<file path="config.mk">
export PLATFORM = sky130hd
export DESIGN_NAME = burst_col_seq
export DESIGN_NICKNAME = d
export VERILOG_FILES = /design/src/rtl/col_seq_pkg.sv /design/src/rtl/col_seq_cfg.sv /design/src/rtl/col_seq_beat.sv /design/src/rtl/col_seq_addr.sv /design/src/rtl/burst_col_seq.sv
export SDC_FILE = /design/constraint.sdc
export NUM_CORES = 1
export LEC_CHECK = 0
export BUFFER_PORTS_ARGS = -buffer_cell sky130_fd_sc_hd__buf_4
export CAP_MARGIN = 20
export CORE_ASPECT_RATIO = 1.25
export CORE_MARGIN = 4
export CORE_UTILIZATION = 35
export DETAILED_ROUTE_END_ITERATION = 7
export MAX_ROUTING_LAYER = met4
export PLACE_DENSITY = 0.53
export SYNTH_ARGS = -nofsm -noshare
export SYNTH_HDL_FRONTEND = slang
export SYNTH_SLANG_ARGS = --single-unit
</file>
<file path="constraint.sdc">
create_clock -name clk -period 2.5 [get_ports clk]
set_input_delay 0.5 -clock clk [delete_from_list [all_inputs] [get_ports clk]]
set_output_delay 0.5 -clock clk [all_outputs]
set_load 0.1 [all_outputs]
</file>
<file path="src/rtl/col_seq_pkg.sv">
package col_seq_pkg;
  // Length codes: the encoding is decoded by the configuration stage.
  typedef enum logic [2:0] {
    LEN_1    = 3'd0,
    LEN_2    = 3'd1,
    LEN_4    = 3'd2,
    LEN_8    = 3'd3,
    LEN_PAGE = 3'd7
  } len_code_e;

  localparam int LEN_CODE_W = 3;
endpackage

</file>
<file path="src/rtl/col_seq_cfg.sv">
module col_seq_cfg
  import col_seq_pkg::*;
#(
  parameter int COL_W = 8
) (
  input  logic                  clk,
  input  logic                  rst_n,
  input  logic                  load,
  input  logic [COL_W-1:0]      start_col,
  input  logic [LEN_CODE_W-1:0] len_code,
  input  logic                  interleave,
  input  logic                  is_write,
  input  logic                  single_wr_mode,
  output logic [COL_W-1:0]      base_q,
  output logic [COL_W-1:0]      mask_q,
  output logic                  ilv_q,
  output logic                  page_q
);
  // Window mask: ones on the address bits that move inside the burst.
  function automatic logic [COL_W-1:0] f_window_mask(input logic [LEN_CODE_W-1:0] code);
    logic [COL_W-1:0] m;
    m = '0;
    case (len_code_e'(code))
      LEN_2:    m[0]   = 1'b1;
      LEN_4:    m[1:0] = 2'b11;
      LEN_8:    m[2:0] = 3'b111;
      LEN_PAGE: m      = '1;
      default:  m      = '0;
    endcase
    return m;
  endfunction

  logic wr_single;
  logic page_d;
  logic [COL_W-1:0] mask_d;

  assign wr_single = single_wr_mode & is_write;
  assign page_d    = (len_code_e'(len_code) == LEN_PAGE) & ~wr_single;
  assign mask_d    = wr_single ? '0 : f_window_mask(len_code);

  always_ff @(posedge clk or negedge rst_n) begin
    if (!rst_n) begin
      base_q <= '0;
      mask_q <= '0;
      ilv_q  <= 1'b0;
      page_q <= 1'b0;
    end else if (load) begin
      base_q <= start_col;
      mask_q <= mask_d;
      ilv_q  <= interleave & ~page_d;
      page_q <= page_d;
    end
  end

  // the latched settings move only on a load.
  p_cfg_hold_r11: assert property (@(posedge clk) disable iff (!rst_n)
    !load |=> $stable(base_q) && $stable(mask_q) && $stable(ilv_q) && $stable(page_q));
  // page length always has the full mask and linear order.
  p_page_linear_r5: assert property (@(posedge clk) disable iff (!rst_n)
    page_q |-> (mask_q == '1) && !ilv_q);
endmodule

</file>
<file path="src/rtl/col_seq_beat.sv">
module col_seq_beat #(
  parameter int COL_W = 8
) (
  input  logic             clk,
  input  logic             rst_n,
  input  logic             load,
  input  logic             stop,
  input  logic             page,
  input  logic [COL_W-1:0] mask,
  output logic             active,
  output logic [COL_W-1:0] beat,
  output logic             last
);
  logic ev_stop;
  logic ev_end;

  assign last    = active & ~page & (beat == mask);
  assign ev_stop = active & stop & ~load;
  assign ev_end  = last & ~load;

  always_ff @(posedge clk or negedge rst_n) begin
    if (!rst_n) begin
      active <= 1'b0;
      beat   <= '0;
    end else if (load) begin
      active <= 1'b1;
      beat   <= '0;
    end else if (active) begin
      if (ev_stop || ev_end) begin
        active <= 1'b0;
      end else begin
        beat <= beat + COL_W'(1);
      end
    end
  end

  p_launch_r1: assert property (@(posedge clk) disable iff (!rst_n)
    load |=> active && (beat == '0));
  p_stop_ends_r8: assert property (@(posedge clk) disable iff (!rst_n)
    ev_stop |=> !active);
  p_last_ends_r6: assert property (@(posedge clk) disable iff (!rst_n)
    ev_end |=> !active);
  p_page_no_last_r5: assert property (@(posedge clk) disable iff (!rst_n)
    (active && page) |-> !last);
  p_idle_holds_r10: assert property (@(posedge clk) disable iff (!rst_n)
    (!active && !load) |=> !active);
endmodule

</file>
<file path="src/rtl/col_seq_addr.sv">
module col_seq_addr #(
  parameter int COL_W = 8
) (
  input  logic [COL_W-1:0] base,
  input  logic [COL_W-1:0] beat,
  input  logic [COL_W-1:0] mask,
  input  logic             ilv,
  output logic [COL_W-1:0] col
);
  // Linear order: count inside the window, keep bits above it.
  function automatic logic [COL_W-1:0] f_linear(input logic [COL_W-1:0] b,
                                                input logic [COL_W-1:0] n,
                                                input logic [COL_W-1:0] m);
    return (b & ~m) | ((b + n) & m);
  endfunction

  // XOR order: flip window bits by the beat number.
  function automatic logic [COL_W-1:0] f_xor(input logic [COL_W-1:0] b,
                                             input logic [COL_W-1:0] n,
                                             input logic [COL_W-1:0] m);
    return (b & ~m) | ((b ^ n) & m);
  endfunction

  assign col = ilv ? f_xor(base, beat, mask) : f_linear(base, beat, mask);
endmodule

</file>
<file path="src/rtl/burst_col_seq.sv">
module burst_col_seq
  import col_seq_pkg::*;
#(
  parameter int COL_W = 8
) (
  input  logic                  clk,
  input  logic                  rst_n,
  input  logic                  start,
  input  logic [COL_W-1:0]      start_col,
  input  logic [LEN_CODE_W-1:0] len_code,
  input  logic                  interleave,
  input  logic                  is_write,
  input  logic                  single_wr_mode,
  input  logic                  stop,
  output logic [COL_W-1:0]      col_out,
  output logic                  col_valid,
  output logic                  last_beat
);
  logic [COL_W-1:0] base_q;
  logic [COL_W-1:0] mask_q;
  logic             ilv_q;
  logic             page_q;
  logic             active;
  logic [COL_W-1:0] beat;
  logic             last;

  col_seq_cfg #(.COL_W(COL_W)) u_cfg (
    .clk(clk), .rst_n(rst_n), .load(start),
    .start_col(start_col), .len_code(len_code), .interleave(interleave),
    .is_write(is_write), .single_wr_mode(single_wr_mode),
    .base_q(base_q), .mask_q(mask_q), .ilv_q(ilv_q), .page_q(page_q)
  );

  col_seq_beat #(.COL_W(COL_W)) u_beat (
    .clk(clk), .rst_n(rst_n), .load(start), .stop(stop),
    .page(page_q), .mask(mask_q),
    .active(active), .beat(beat), .last(last)
  );

  col_seq_addr #(.COL_W(COL_W)) u_addr (
    .base(base_q), .beat(beat), .mask(mask_q), .ilv(ilv_q), .col(col_out)
  );

  assign col_valid = active;
  assign last_beat = last;

  p_first_col_r1: assert property (@(posedge clk) disable iff (!rst_n)
    start |=> col_valid && (col_out == $past(start_col)));
  p_upper_fixed_r2: assert property (@(posedge clk) disable iff (!rst_n)
    (col_valid && $past(col_valid) && !$past(start)) |->
      (((col_out ^ $past(col_out)) & ~mask_q) == '0));
  p_last_valid_r6: assert property (@(posedge clk) disable iff (!rst_n)
    last_beat |-> col_valid);
  p_restart_r9: assert property (@(posedge clk) disable iff (!rst_n)
    (start && col_valid) |=> col_valid && !$stable(beat) || (beat == '0));
endmodule

</file>
Yosys cells after proc, flatten, opt, wreduce, memory -nomap -nowiden
Cells that the tools add are included.
- input port bits: 18
- output and inout port bits: 10
- word-level logic and storage cells: 51
- flip-flop bits (word level): 27
- add/sub/neg operators: 2
- reduce and logical (&&, ||, !) cells: 6
- bitwise logic cells: 19
- multiplexer cells: 12
- eq/ne operators: 6
- operators with widths (cell ; number):
    two-way mux 8 bit ; 5
    AND 8 bit ; 3
    OR 8 bit ; 2
    adder 8 x 1 -> 8 bit, second input constant ; 1
    adder 8 bit ; 1
    AND 1 bit ; 8
    equality test 8 bit ; 1
    NOT 8 bit ; 1
    bitwise XOR 8 bit ; 1
    equality test 3 x 2 -> 1 bit, second input constant ; 2
    two-way mux 1 bit ; 6
    two-way mux 5 bit ; 1
    NOT 1 bit ; 4
    OR reduction 4 bit ; 1
    equality test 3 x 1 -> 1 bit, second input constant ; 1
    equality test 3 bit, second input constant ; 1
    OR reduction 3 bit ; 1
    inequality test 2 bit, second input constant ; 1
    AND reduction 2 bit ; 1
    nonzero test 2 bit ; 1
    OR reduction 2 bit ; 1
    logical OR 1 bit ; 1

Logic depth before layout (Yosys ltp)
- depth after elaboration: 8
- mapped depth: 8
- gate-level depth less buffers: 8

By module
From an unflattened synthesis, not the netlist that was laid out.
- cell total of the unflattened synthesis: 170
- area, all modules: 1594.0 um^2
- modules (own cells, without submodules) (module ; times used ; cells each ; sequential area each (um^2) ; area each (um^2)):
    col_seq_cfg ; 1 ; 46 ; 325.3 ; 590.6
    col_seq_beat ; 1 ; 63 ; 225.2 ; 583.1
    col_seq_addr ; 1 ; 61 ; 0.0 ; 420.4

Least setup slack after synthesis
No wires, ideal clock.
- kind: reg2out
- from: reg u_beat.beat[1]
- to: out col_out[5]
- required time: 2.000 ns
- slack: -0.978 ns
- buffers on the path: 0
- cell stages (with the launch flop): 7
- data arrival time: 2.978 ns
- cell sequence: dfrtp_1 -> ha_1 -> a211oi_1 -> o21ai_0 -> a21oi_1 -> o21ai_0 -> a31oi_1
- word-level cells in the longest chain between the ends: 4
- RTL lines (what ; line ; source):
    from (decl) ; col_seq_beat.sv:11 ; output logic [COL_W-1:0] beat,
    from (signal assigned) ; col_seq_beat.sv:32 ; beat <= beat + COL_W'(1);
    adder 8 bit ; col_seq_addr.sv:14 ; return (b & ~m) | ((b + n) & m);
    AND 8 bit ; col_seq_addr.sv:14 ;
    OR 8 bit ; col_seq_addr.sv:14 ;
    two-way mux 8 bit ; col_seq_addr.sv:24 ; assign col = ilv ? f_xor(base, beat, mask) : f_linear(base, beat, mask);
    to (decl) ; burst_col_seq.sv:15 ; output logic [COL_W-1:0] col_out,
Every way passes these cells.

Worst setup path in the final report
- from: reg u_cfg.base_q[4]
- to: out col_out[7]
- word-level cells in the longest chain between the ends: 4
- RTL lines (what ; line ; source):
    from (decl) ; col_seq_cfg.sv:14 ; output logic [COL_W-1:0] base_q,
    from (signal assigned) ; col_seq_cfg.sv:48 ; base_q <= start_col;
    adder 8 bit ; col_seq_addr.sv:14 ;
    AND 8 bit ; col_seq_addr.sv:14 ;
    OR 8 bit ; col_seq_addr.sv:14 ;
    two-way mux 8 bit ; col_seq_addr.sv:24 ;
Every way passes these cells.

==> impl_metrics.env <==
export IMPL_synth_nets=189
export IMPL_tightest_slew_ns=0.4167
export IMPL_most_common_layout_cells="buf_4, dfrtp_1, nor2_1"
export IMPL_ir_worst_vdd_mv=0.2773
export IMPL_clock_skew_ns=0.004600
export IMPL_final_common_cell="buf_4"
export IMPL_power_total_mw=1.313
export IMPL_pwr_share_seq_pct=31.3
export IMPL_synth_xor_xnor_area_share_pct=6.245
export IMPL_core_area_um2=4131
export IMPL_path_cells="ha_1, a2111oi_4, nor4_2, nand2_2, mux2i_4, xor2_4, buf_12"
export IMPL_combinationalPowerShare_pct=42.8
export IMPL_clock_fmax_mhz=376.7
export IMPL_die_x_um=67.00
export IMPL_cp_required_ns=2.00
export IMPL_place_inst=254
export IMPL_clk_latency_ns=0.27
export IMPL_r2r_cells=9
export IMPL_cap_viol_max_count=0
export IMPL_p_int_uw=821.6
export IMPL_ys_ff_latch=22
export IMPL_setup_slack_ns=-0.1543
export IMPL_antenna_found_initial=0
export IMPL_critPathTopFamily="flip-flops"
export IMPL_drt_first_pass_iters=4
export IMPL_slowest_delay_ns=0.41
export IMPL_wl_per_cell_um=14.98
export IMPL_pwr_share_clk_pct=25.9
export IMPL_p_sw_uw=491.8
export IMPL_synthMuxAreaShare_pct=10.60
export IMPL_post_dp_cell_area_um2=2024
export IMPL_grt_overflow=0
export IMPL_antenna_cells=0
export IMPL_rows=26
export IMPL_cts_sinks=22
export IMPL_violations="setup timing"
export IMPL_grt_usage_pct=16.44
export IMPL_p_leak_nw=0.9937
export IMPL_yosys_most_used_dff="dfrtp_1"
export IMPL_crit_type="reg2out"
export IMPL_r2r_start="u_beat.beat[6]"
export IMPL_die_area_um2=5477
export IMPL_clockBufferDepth=2
export IMPL_rsz0062_at_grt="yes"
export IMPL_slowest_stage="dfrtp_1"
export IMPL_p_per_area_nw_per_um2=551.3
export IMPL_cp_arrival_ns=2.15
export IMPL_synth_top_family_by_area="simple AND/OR/NAND/NOR gates"
export IMPL_swShare_pct=37.45
export IMPL_synth_distinct_cells=43
export IMPL_grt_start_max_net_pins=32
export IMPL_grt_pass1_wl_um=6630
export IMPL_min_period_ns=2.654
export IMPL_stdcell_count=266
export IMPL_nNetsFinal=238
export IMPL_crit_path_max_fanout=4
export IMPL_hold_viol=0
export IMPL_r2r_slack_ns=0.20
export IMPL_clk_pin_slew_worst_paths_ns=0.09
export IMPL_crit_buf_inv=1
export IMPL_initial_core_util_pct=36.86
export IMPL_n_fill_cell=374
export IMPL_synthArstFlopShare_pct=100.0
export IMPL_num_vias=1343
export IMPL_netlist_area_um2=1523
export IMPL_cts_tree="done"
export IMPL_seq_area_um2=551.8
export IMPL_synth_compound_area_share_pct=14.05
export IMPL_cts_root_buf="clkbuf_8"
export IMPL_hpwlAfterDp_um=2936
export IMPL_multi_input_area_um2=1181
export IMPL_portBuffers=27
export IMPL_worstSetupEndpointType="output pin"
export IMPL_cts_buffers=3
export IMPL_pin_count=28
export IMPL_slew_headroom_pct=72.22
export IMPL_via_per_inst=5.049
export IMPL_hold_class="in2async"
export IMPL_timing_rr_end="u_beat.beat[7]"
export IMPL_yosys_area_share_simple_pct=20.46
export IMPL_crit_cells=7
export IMPL_drv_slew=0
export IMPL_drive_above_1_share_pct=50.48
export IMPL_synth_enable_flop_cells=0
export IMPL_die_h_um=81.75
export IMPL_postRouteAntennaNets=0
export IMPL_area_delta_synth_final_pct=56.45
export IMPL_grt_pass1_vias=1410
export IMPL_fin_crit_sh_pct=106.2
export IMPL_yosys_warnings=0
export IMPL_postRouteWirelength_um=3986
export IMPL_gp_congestion=0.7990
export IMPL_cts_hold_buffers_added=0
export IMPL_yosys_area_share_adder_pct=8.546
export IMPL_drtIter0Drc=59
export IMPL_final_area_um2=2382
export IMPL_setup_viol=4
export IMPL_avgSynthCellArea_um2=9.399
export IMPL_start_kind="flop"
export IMPL_whs_ns=0.1144
export IMPL_status="finished, violations left"
export IMPL_cts_htree_levels=1
export IMPL_drc=0
export IMPL_netlist_instances=162
export IMPL_place_ws_ns=-0.01095
export IMPL_yosysSeqAreaShare_pct=36.15
==> metrics by stage <==
stage	utilization, %	setup TNS [ns]
final	57.66	-0.2985
after floorplan	-	-0.3581
after CTS	54.48	-0.3557
after global placement	49.00	0
after global routing	57.66	-0.7169
after detailed placement	49.00	-0.01095
==> sequential cells by signal, summed over array words and instances (netlist names) <==
register,cells
u_beat.active,1
u_beat.beat,8
u_cfg.base_q,8
u_cfg.ilv_q,1
u_cfg.mask_q,4
==> cells by family after synthesis <==
family,Yosys count
adders and majority gates,10
DFF,22
xor gates and xnor gates,10
and+or+nand+nor,56
AOI/OAI and AO/OA,34
muxes,14
buffers and inverters,16
==> power by group through the flow <==
stage | clock network [mW] | logic, mW | registers [mW]
after floorplan | 0 | 0.337 | 0.423
after global placement | 0 | 0.464 | 0.414
after detailed placement | 0 | 0.470 | 0.414
after CTS | 0.352 | 0.527 | 0.410
after global routing | 0.366 | 0.596 | 0.416
final | 0.340 | 0.562 | 0.412
==> cells in the mapped netlist (all sizes together) (2+ instances only) <==
| cell | number | area, µm² |
|---|---|---|
| clkbuf | 4 | 15.01 |
| nand2 | 8 | 30.03 |
| xor2 | 4 | 42.55 |
| a2111oi | 2 | 17.52 |
| dfrtp | 22 | 550.5 |
| nor2b | 4 | 25.02 |
| a31o | 2 | 17.52 |
| mux2i | 3 | 30.03 |
| nand2b | 3 | 18.77 |
| nand3 | 4 | 20.02 |
| ha | 8 | 100.1 |
| inv | 11 | 41.29 |
| nand4 | 4 | 25.02 |
| o21ai | 12 | 60.06 |
| nor3 | 2 | 10.01 |
| or4 | 2 | 18.77 |
| nand3b | 2 | 15.01 |
| nor2 | 18 | 67.56 |
| xnor2 | 6 | 52.55 |
| a211oi | 3 | 22.52 |
| mux2 | 11 | 131.4 |
| a21oi | 10 | 53.80 |
| and2 | 2 | 15.02 |
| nor4 | 2 | 27.53 |
==> repair_timing <==
item	in CTS	in global routing
pin swaps	10	12
resized for setup	29	20
endpoints found under the setup margin	6	8
buffers inserted	3	5
==> routing by layer <==
layer | share of wire [%] | up-vias | track usage (%)
li1 | - | 671 | -
met1 | 41 | 640 | 19.34
met2 | 54 | 24 | 29.27
met3 | 3.2 | 8 | 2.326
met4 | 1.8 | 0 | 4.260
met5 | 0 | - | -
==> worst max-delay path by stage <==
stage	slack, ns	endpoint	start
after floorplan	-0.18	col_out[6]	u_beat.beat[0]
after global placement	0.02	col_out[7]	u_beat.beat[6]
after detailed placement	-0.01	col_out[7]	u_cfg.base_q[1]
after CTS	-0.17	col_out[7]	u_cfg.base_q[6]
after global routing	-0.26	col_out[7]	u_beat.beat[6]
final	-0.15	col_out[7]	u_cfg.base_q[4]
==> layout make-up <==
type	instances	area share [%]
multi-input combinational	124	49.58
inverter	11	1.733
clock inverter	1	1.261
clock buffer	3	1.733
sequential	22	23.16
timing repair buffer	49	19.59
tap	56	2.941
No activity file was read; power rests on OpenSTA's default activity.
